## src/rtl/evt_pkg.sv

```systemverilog
package evt_pkg;
  localparam int unsigned ADDR_W  = 10;
  localparam int unsigned REG_W   = 32;
  localparam int unsigned CNT_W   = 64;
  localparam int unsigned ROUTE_W = 5;
  localparam int unsigned CH_SH   = 5;                 // 0x20 bytes per channel
  localparam int unsigned CHI_W   = ADDR_W - CH_SH;

  localparam logic [ADDR_W-1:0] A_CAP_LO = 10'h000;
  localparam logic [ADDR_W-1:0] A_CAP_HI = 10'h004;
  localparam logic [ADDR_W-1:0] A_GCFG   = 10'h010;
  localparam logic [ADDR_W-1:0] A_CNT_LO = 10'h0F0;
  localparam logic [ADDR_W-1:0] A_CNT_HI = 10'h0F4;
  localparam logic [ADDR_W-1:0] A_CH_BASE = 10'h100;

  localparam logic [CH_SH-1:0] CR_CFG    = 5'h00;
  localparam logic [CH_SH-1:0] CR_CAP    = 5'h04;
  localparam logic [CH_SH-1:0] CR_CMP_LO = 5'h08;
  localparam logic [CH_SH-1:0] CR_CMP_HI = 5'h0C;

  localparam int unsigned CF_EN   = 2;
  localparam int unsigned CF_PER  = 3;
  localparam int unsigned CF_PCAP = 4;
  localparam int unsigned CF_RT   = 9;
  localparam logic [REG_W-1:0] CFG_WMASK = 32'h0000_3E4C;
endpackage

```

## src/rtl/evt_counter.sv

```systemverilog
module evt_counter
  import evt_pkg::*;
(
  input  logic             clk,
  input  logic             rst_n,
  input  logic             run_i,
  input  logic             tick_i,
  input  logic             wr_lo_i,
  input  logic             wr_hi_i,
  input  logic [REG_W-1:0] wdata_i,
  output logic [CNT_W-1:0] count_o
);
  logic [CNT_W-1:0] cnt_q, cnt_d;
  logic             cnt_ce;

  always_comb begin
    cnt_d  = cnt_q;
    cnt_ce = 1'b0;
    if (!run_i && wr_lo_i) begin
      cnt_d[REG_W-1:0] = wdata_i;
      cnt_ce = 1'b1;
    end else if (!run_i && wr_hi_i) begin
      cnt_d[CNT_W-1:REG_W] = wdata_i;
      cnt_ce = 1'b1;
    end else if (run_i && tick_i) begin
      cnt_d  = cnt_q + 1'b1;
      cnt_ce = 1'b1;
    end
  end

  always_ff @(posedge clk or negedge rst_n) begin
    if (!rst_n)      cnt_q <= '0;
    else if (cnt_ce) cnt_q <= cnt_d;
  end

  assign count_o = cnt_q;
endmodule

```

## src/rtl/evt_channel.sv

```systemverilog
module evt_channel
  import evt_pkg::*;
(
  input  logic               clk,
  input  logic               rst_n,
  input  logic               glob_en_i,
  input  logic               tick_i,
  input  logic [CNT_W-1:0]   count_i,
  input  logic               cfg_wr_i,
  input  logic               cmp_lo_wr_i,
  input  logic               cmp_hi_wr_i,
  input  logic [REG_W-1:0]   wdata_i,
  output logic [REG_W-1:0]   cfg_o,
  output logic [CNT_W-1:0]   cmp_o,
  output logic [ROUTE_W-1:0] route_o,
  output logic               fire_o
);
  logic [REG_W-1:0] cfg_q;
  logic [CNT_W-1:0] cmp_q, cmp_d, per_q, per_d;
  logic             cmp_ce, per_ce, per_mode;

  assign per_mode = cfg_q[CF_PER];
  assign fire_o   = glob_en_i & tick_i & cfg_q[CF_EN] & (count_i == cmp_q);

  always_comb begin
    cmp_d  = cmp_q;
    per_d  = per_q;
    cmp_ce = 1'b0;
    per_ce = 1'b0;
    if (cmp_lo_wr_i) begin
      cmp_d[REG_W-1:0] = wdata_i;
      per_d[REG_W-1:0] = wdata_i;
      cmp_ce = 1'b1;
      per_ce = per_mode;
    end else if (cmp_hi_wr_i) begin
      cmp_d[CNT_W-1:REG_W] = wdata_i;
      per_d[CNT_W-1:REG_W] = wdata_i;
      cmp_ce = 1'b1;
      per_ce = per_mode;
    end else if (fire_o && per_mode) begin
      cmp_d  = cmp_q + per_q;
      cmp_ce = 1'b1;
    end
  end

  always_ff @(posedge clk or negedge rst_n) begin
    if (!rst_n) begin
      cfg_q <= '0;
      cmp_q <= '1;
      per_q <= '0;
    end else begin
      if (cfg_wr_i) cfg_q <= wdata_i & CFG_WMASK;
      if (cmp_ce)   cmp_q <= cmp_d;
      if (per_ce)   per_q <= per_d;
    end
  end

  assign cfg_o   = cfg_q | (REG_W'(1) << CF_PCAP);
  assign cmp_o   = cmp_q;
  assign route_o = cfg_q[CF_RT +: ROUTE_W];
endmodule

```

## src/rtl/evt_irq_route.sv

```systemverilog
module evt_irq_route
  import evt_pkg::*;
#(
  parameter int unsigned N_CH     = 3,
  parameter int unsigned N_IRQ    = 24,
  parameter int unsigned LEG0_IRQ = 0,
  parameter int unsigned LEG1_IRQ = 8
) (
  input  logic [N_CH-1:0]         fire_i,
  input  logic                    legacy_i,
  input  logic [N_CH*ROUTE_W-1:0] route_i,
  output logic [N_IRQ-1:0]        irq_o
);
  logic [N_IRQ-1:0] per_ch [N_CH];

  for (genvar c = 0; c < N_CH; c++) begin : g_ch
    logic [N_IRQ-1:0] hot;
    always_comb begin
      hot = '0;
      for (int i = 0; i < N_IRQ; i++) begin
        if (legacy_i && c == 0)      hot[i] = (i == int'(LEG0_IRQ));
        else if (legacy_i && c == 1) hot[i] = (i == int'(LEG1_IRQ));
        else hot[i] = (int'(route_i[c*ROUTE_W +: ROUTE_W]) == i);
      end
    end
    assign per_ch[c] = fire_i[c] ? hot : '0;
  end

  always_comb begin
    irq_o = '0;
    for (int c = 0; c < N_CH; c++) irq_o = irq_o | per_ch[c];
  end
endmodule

```

## src/rtl/evt_timer_core.sv

```systemverilog
module evt_timer_core
  import evt_pkg::*;
#(
  parameter int unsigned N_CH      = 3,
  parameter int unsigned N_IRQ     = 24,
  parameter int unsigned LEG0_IRQ  = 0,
  parameter int unsigned LEG1_IRQ  = 8,
  parameter int unsigned PERIOD_FS = 10000000
) (
  input  logic                clk,
  input  logic                rst_n,
  input  logic                tick_i,
  input  logic [ADDR_W-1:0]   addr_i,
  input  logic                wr_en_i,
  input  logic [REG_W-1:0]    wdata_i,
  output logic [REG_W-1:0]    rdata_o,
  output logic [N_IRQ-1:0]    irq_o
);
  localparam logic [REG_W-1:0] CAP_LO =
    {16'h8086, 1'b1, 1'b0, 1'b1, 5'(N_CH - 1), 8'h01};
  localparam logic [REG_W-1:0] ROUTE_CAP =
    (N_IRQ >= REG_W) ? '1 : REG_W'((64'd1 << N_IRQ) - 64'd1);

  // reset: asynchronous assert, synchronous release
  logic rst_meta_q, rst_sync_q;
  always_ff @(posedge clk or negedge rst_n) begin
    if (!rst_n) begin
      rst_meta_q <= 1'b0;
      rst_sync_q <= 1'b0;
    end else begin
      rst_meta_q <= 1'b1;
      rst_sync_q <= rst_meta_q;
    end
  end

  // decode
  logic [ADDR_W-1:0] ch_off;
  logic [CHI_W-1:0]  ch_idx;
  logic [CH_SH-1:0]  ch_reg;
  logic              ch_area;
  assign ch_area = (addr_i >= A_CH_BASE);
  assign ch_off  = addr_i - A_CH_BASE;
  assign ch_idx  = ch_off[ADDR_W-1:CH_SH];
  assign ch_reg  = ch_off[CH_SH-1:0];

  logic gcfg_wr, cnt_lo_wr, cnt_hi_wr, cnt_wr;
  assign gcfg_wr   = wr_en_i && (addr_i == A_GCFG);
  assign cnt_lo_wr = wr_en_i && (addr_i == A_CNT_LO);
  assign cnt_hi_wr = wr_en_i && (addr_i == A_CNT_HI);
  assign cnt_wr    = cnt_lo_wr | cnt_hi_wr;

  // global control
  logic [1:0] gcfg_q, gcfg_d;
  logic       run_w, legacy_w;
  always_comb gcfg_d = gcfg_wr ? wdata_i[1:0] : gcfg_q;
  always_ff @(posedge clk or negedge rst_sync_q) begin
    if (!rst_sync_q) gcfg_q <= '0;
    else if (gcfg_wr) gcfg_q <= gcfg_d;
  end
  assign run_w    = gcfg_q[0];
  assign legacy_w = gcfg_q[1];

  logic [CNT_W-1:0] cnt_w;
  evt_counter u_cnt (
    .clk(clk), .rst_n(rst_sync_q), .run_i(run_w), .tick_i(tick_i),
    .wr_lo_i(cnt_lo_wr), .wr_hi_i(cnt_hi_wr), .wdata_i(wdata_i),
    .count_o(cnt_w)
  );

  // channels
  logic [REG_W-1:0]        ch_cfg [N_CH];
  logic [CNT_W-1:0]        ch_cmp [N_CH];
  logic [N_CH*ROUTE_W-1:0] routes;
  logic [N_CH-1:0]         fires;

  for (genvar c = 0; c < N_CH; c++) begin : g_chan
    logic sel;
    assign sel = wr_en_i && ch_area && (ch_idx == CHI_W'(c));
    evt_channel u_ch (
      .clk(clk), .rst_n(rst_sync_q), .glob_en_i(run_w), .tick_i(tick_i),
      .count_i(cnt_w),
      .cfg_wr_i(sel && (ch_reg == CR_CFG)),
      .cmp_lo_wr_i(sel && (ch_reg == CR_CMP_LO)),
      .cmp_hi_wr_i(sel && (ch_reg == CR_CMP_HI)),
      .wdata_i(wdata_i),
      .cfg_o(ch_cfg[c]), .cmp_o(ch_cmp[c]),
      .route_o(routes[c*ROUTE_W +: ROUTE_W]),
      .fire_o(fires[c])
    );
  end

  // interrupt routing, registered
  logic [N_IRQ-1:0] irq_d, irq_q;
  evt_irq_route #(
    .N_CH(N_CH), .N_IRQ(N_IRQ), .LEG0_IRQ(LEG0_IRQ), .LEG1_IRQ(LEG1_IRQ)
  ) u_route (
    .fire_i(fires), .legacy_i(legacy_w), .route_i(routes), .irq_o(irq_d)
  );
  always_ff @(posedge clk or negedge rst_sync_q) begin
    if (!rst_sync_q) irq_q <= '0;
    else             irq_q <= irq_d;
  end
  assign irq_o = irq_q;

  // read mux
  always_comb begin
    rdata_o = '0;
    if (!ch_area) begin
      case (addr_i)
        A_CAP_LO: rdata_o = CAP_LO;
        A_CAP_HI: rdata_o = REG_W'(PERIOD_FS);
        A_GCFG:   rdata_o = {30'b0, gcfg_q};
        A_CNT_LO: rdata_o = cnt_w[REG_W-1:0];
        A_CNT_HI: rdata_o = cnt_w[CNT_W-1:REG_W];
        default:  rdata_o = '0;
      endcase
    end else begin
      for (int c = 0; c < N_CH; c++) begin
        if (ch_idx == CHI_W'(c)) begin
          case (ch_reg)
            CR_CFG:    rdata_o = ch_cfg[c];
            CR_CAP:    rdata_o = ROUTE_CAP;
            CR_CMP_LO: rdata_o = ch_cmp[c][REG_W-1:0];
            CR_CMP_HI: rdata_o = ch_cmp[c][CNT_W-1:REG_W];
            default:   rdata_o = '0;
          endcase
        end
      end
    end
  end
endmodule

```

## config.mk

```make
export PLATFORM = sky130hd
export DESIGN_NAME = evt_timer_core
export DESIGN_NICKNAME = d
export VERILOG_FILES = /design/src/rtl/evt_pkg.sv /design/src/rtl/evt_counter.sv /design/src/rtl/evt_channel.sv /design/src/rtl/evt_irq_route.sv /design/src/rtl/evt_timer_core.sv
export SDC_FILE = /design/constraint.sdc
export NUM_CORES = 2
export LEC_CHECK = 0
export CAP_MARGIN = 20
export CORE_UTILIZATION = 45
export CTS_CLUSTER_DIAMETER = 60
export CTS_CLUSTER_SIZE = 10
export DETAILED_ROUTE_END_ITERATION = 10
export MAX_ROUTING_LAYER = met4
export PLACE_DENSITY = 0.69
export SLEW_MARGIN = 25
export SYNTH_ARGS = -nofsm -noshare
export SYNTH_HDL_FRONTEND = slang
export SYNTH_SLANG_ARGS = --single-unit
```

## constraint.sdc

```tcl
create_clock -name clk -period 31.8 [get_ports clk]
set_input_delay 4.77 -clock clk [delete_from_list [all_inputs] [get_ports clk]]
set_output_delay 4.77 -clock clk [all_outputs]
set_load 0.005 [all_outputs]
```

==> flow_summary.json <==
{
  "status": "finished clean",
  "cts_tree": "yes",
  "hold_buffers": 0,
  "dr_total_vias": 35900,
  "place_congestion": 1.082,
  "track_usage_pct": 39.70,
  "drt-pass1-iter-count": 6,
  "port_buffers": 101,
  "antenna_found_initial": 12,
  "setup_viol": 0,
  "nNetsFinal": 4606,
  "finalInstanceArea_sq_um": 42120,
  "p_seq_share_pct": 42.7,
  "drc": 0,
  "post_cts_resized": 0,
  "drive_gt1_share_pct": 16.05,
  "path_clk_slew_ns": 0.06,
  "placed_cell_area_sq_um": 39820,
  "synth_seq_cells": 500,
  "comb_power_share_pct": 7.0,
  "powerDensity_nw_per_um2": 36.98,
  "period_share_pct": 43.29,
  "num_rows": 106,
  "syn_inst": 4408,
  "grtUsageMet2_pct": 56.16,
  "leakagePower_uw": 0.01888,
  "synth-main-ff-cell": "dfrtp_1",
  "p_int_uw": 1131,
  "vias_per_cell": 6.513,
  "slew_headroom_pct": 21.24,
  "swShare_pct": 27.36,
  "yosysSeqAreaShare_pct": 33.63,
  "post_cts_buffers": 0,
  "synth.net_count": 4649,
  "initial_core_util_pct": 45.39,
  "grt_overflow": 0,
  "yosysTopAreaCell": "dfrtp_1",
  "hold_path.class": "register to asynchronous set/reset pin",
  "final_max_slew_viol_count": 0,
  "syn_area_sq_um": 37920,
  "netlist.area_leader.share_pct": 20.32,
  "core_area_sq_um": 83560,
  "grt_pass1_vias": 32760,
  "critPathCaptureType": "output pin",
  "first_iter_violations": 4325,
  "grt_pass1_wl_mm": 239.0,
  "layout_setup_ws_ns": 18.03,
  "wl_mm": 167.5,
  "critPathKind": "primary input to output pin",
  "critPathMaxFanout": 16,
  "hold_violations": 0,
  "rsz0062_at_grt": "false",
  "yosysMostFrequentCell": "nand2_1",
  "cts.sinks": 500,
  "dpl.hpwl_mm": 122.9,
  "synthTopCellsByCount": "492 x nand2_1, 434 x a21oi_1, 351 x nor2_1",
  "die_area_sq_um": 85440,
  "die_h_microns": 292.3,
  "worst-slew-pin-transition_ns": 1.178,
  "ir_drop_mv": 0.03852,
  "antenna_left": 0,
  "h-tree-depth": 3,
  "async_flop_share_pct": 100.0,
  "die_w_microns": 292.3,
  "place_ws_ns": 17.83,
  "top_usage_layer": "met2",
  "grtUsageMet3_pct": 8.559,
  "power_frac_clock_pct": 50.3,
  "power_switching_uw": 426.2,
  "grt_max_degree": 170,
  "timing.fmax_ghz": 0.07264,
  "setup_tns_ns": 0,
  "use_met1_pct": 54.77,
  "worstSkewPairLatency_ns": 0.65,
  "pin_count": 102,
  "synth_area_leaders": "dfrtp_1 20%, dfstp_2 13%, mux2_2 6.9%",
  "synth_cell_type_count": 97,
  "numCtsBuffers": 72,
  "synth_edf_count": 0,
  "period_needed_ns": 13.77,
  "flow.area_growth_from_synthesis_pct": 11.05,
  "cap_violations": 0,
  "start_kind": "primary input",
  "skew_ns": 0.03167,
  "clockBufferDepth": 3,
  "arrival_ns": 9.00,
  "clockRootBuffer": "clkbuf_16",
  "syn_area_per_cell_sq_um": 8.603,
  "wl_per_cell_microns": 30.38,
  "worstPathRequired_ns": 27.03,
  "yosysWarnings": 0
}
[registers in the layout, summed over array words and instances (netlist names)]
register and cells:
g_chan.u_ch.per_q 192, g_chan.u_ch.cfg_q 24, u_cnt.count_o 64, irq_o 24, g_chan.u_ch.cmp_o 192, rst_meta_q 1, gcfg_q 2, rst_sync_q 1
[area by class of cell]
cell class / count / area (sq um)
Clock buffer: 106 / 1979
Multi-Input combinational cell: 3511 / 23720
Sequential cell: 500 / 12760
Inverter: 77 / 289.0
Clock inverter: 27 / 289.0
Tap cell: 1080 / 1351
Antenna cell: 9 / 22.52
Fill cell: 7916 / 41440
Timing Repair Buffer: 203 / 1705
[worst max-delay path, stage by stage]
cell             delay (ns)
clkdlybuf4s50_1        0.57
nor3_1                 0.59
nand2_1                0.60
nor2_2                 0.69
a221o_1                0.29
a21oi_1                0.07
o21ai_0                0.47
a22oi_1                0.13
o22ai_1                0.24
clkdlybuf4s50_1        0.57
[logic make-up (layout without fill, tap and decap cells)]
group / Yosys count / in the layout / share of synthesized area, %
AOI/OAI and AO/OA: 1262 / 1262 / 20.57
xor gates and xnor gates: 388 / 388 / 8.961
adders and majority gates: 195 / 195 / 6.493
buffers and inverters: 397 / 413 / 4.012
DFF: 500 / 500 / 33.63
muxes: 363 / 363 / 10.54
other: 1 / 10 / 0.009888
and+or+nand+nor: 1302 / 1302 / 15.79
[cell usage in the layout, fill, tap and decap left out, types with 26 or more instances in the layout]
master           netlist  final
nand3_1               77     75
xor2_1               208    208
nand2b_1              26     26
nor3_1                54     54
dfrtp_1              308    307
a21o_1               106    106
mux2i_1              126    126
nor4_1                55     54
nand2_1              492    491
clkbuf_1             268     29
o211ai_1              26     26
buf_4                  3    101
mux2_2               231    231
o22ai_1               43     43
nand4_1               89     89
nor2_1               351    341
clkbuf_16              0     72
clkdlybuf4s50_1        0     83
and3_1                33     33
inv_1                 76     76
ha_1                 192    192
o21ai_0              314    314
xnor2_1              180    180
a21oi_1              434    434
a31oi_1               39     39
dfstp_2              192    192
o21bai_1              36     36
[power groups by stage]
stage	logic [uW]	registers [uW]	clock network, uW
after detailed placement	105	674	0
after CTS	106	663	791
after global placement	105	674	0
final	109	665	784
after floorplan	50.7	668	0
after global routing	113	664	816
[per-layer routing]
layer,part of all wire [%],wire length [microns],up-vias
li1,-,-,15870
met1,43,72310,17850
met2,42,70550,1862
met3,10,17280,327
met4,4.4,7342,0
met5,0,0,-
[per-stage QoR]
step	utilization [%]	hold slack, ns	power, uW	instances
CTS	50.37	0.3296	1560	5504
global placement	47.65	0.3117	778.9	5371
global route	50.40	0.3439	1593	5511
floorplan	-	0.3312	719.1	4408
finish	50.40	0.2911	1557	5513
detailed placement	47.65	0.3235	779.0	5371
[worst paths after layout]
path	start	to	slack (ns)	depth (start not counted)
max in group asynchronous	rst_n	rst_sync_q$_DFF_PN0_	27.38	1
worst max-delay path	addr_i[4]	rdata_o[2]	18.03	10
worst min register to register	rst_sync_q$_DFF_PN0_	g_chan[2].u_ch.per_q[30]$_DFFE_PN0P_	0.29	0
worst max register to register	u_cnt.count_o[22]$_DFFE_PN0P_	g_chan[2].u_ch.cmp_o[55]$_DFFE_PN1P_	27.28	12
min in group clk	rst_meta_q$_DFF_PN0_	rst_sync_q$_DFF_PN0_	0.35	0
worst min-delay path	rst_sync_q$_DFF_PN0_	g_chan[2].u_ch.per_q[30]$_DFFE_PN0P_	0.29	0
Power figures use the tool's default switching activity.
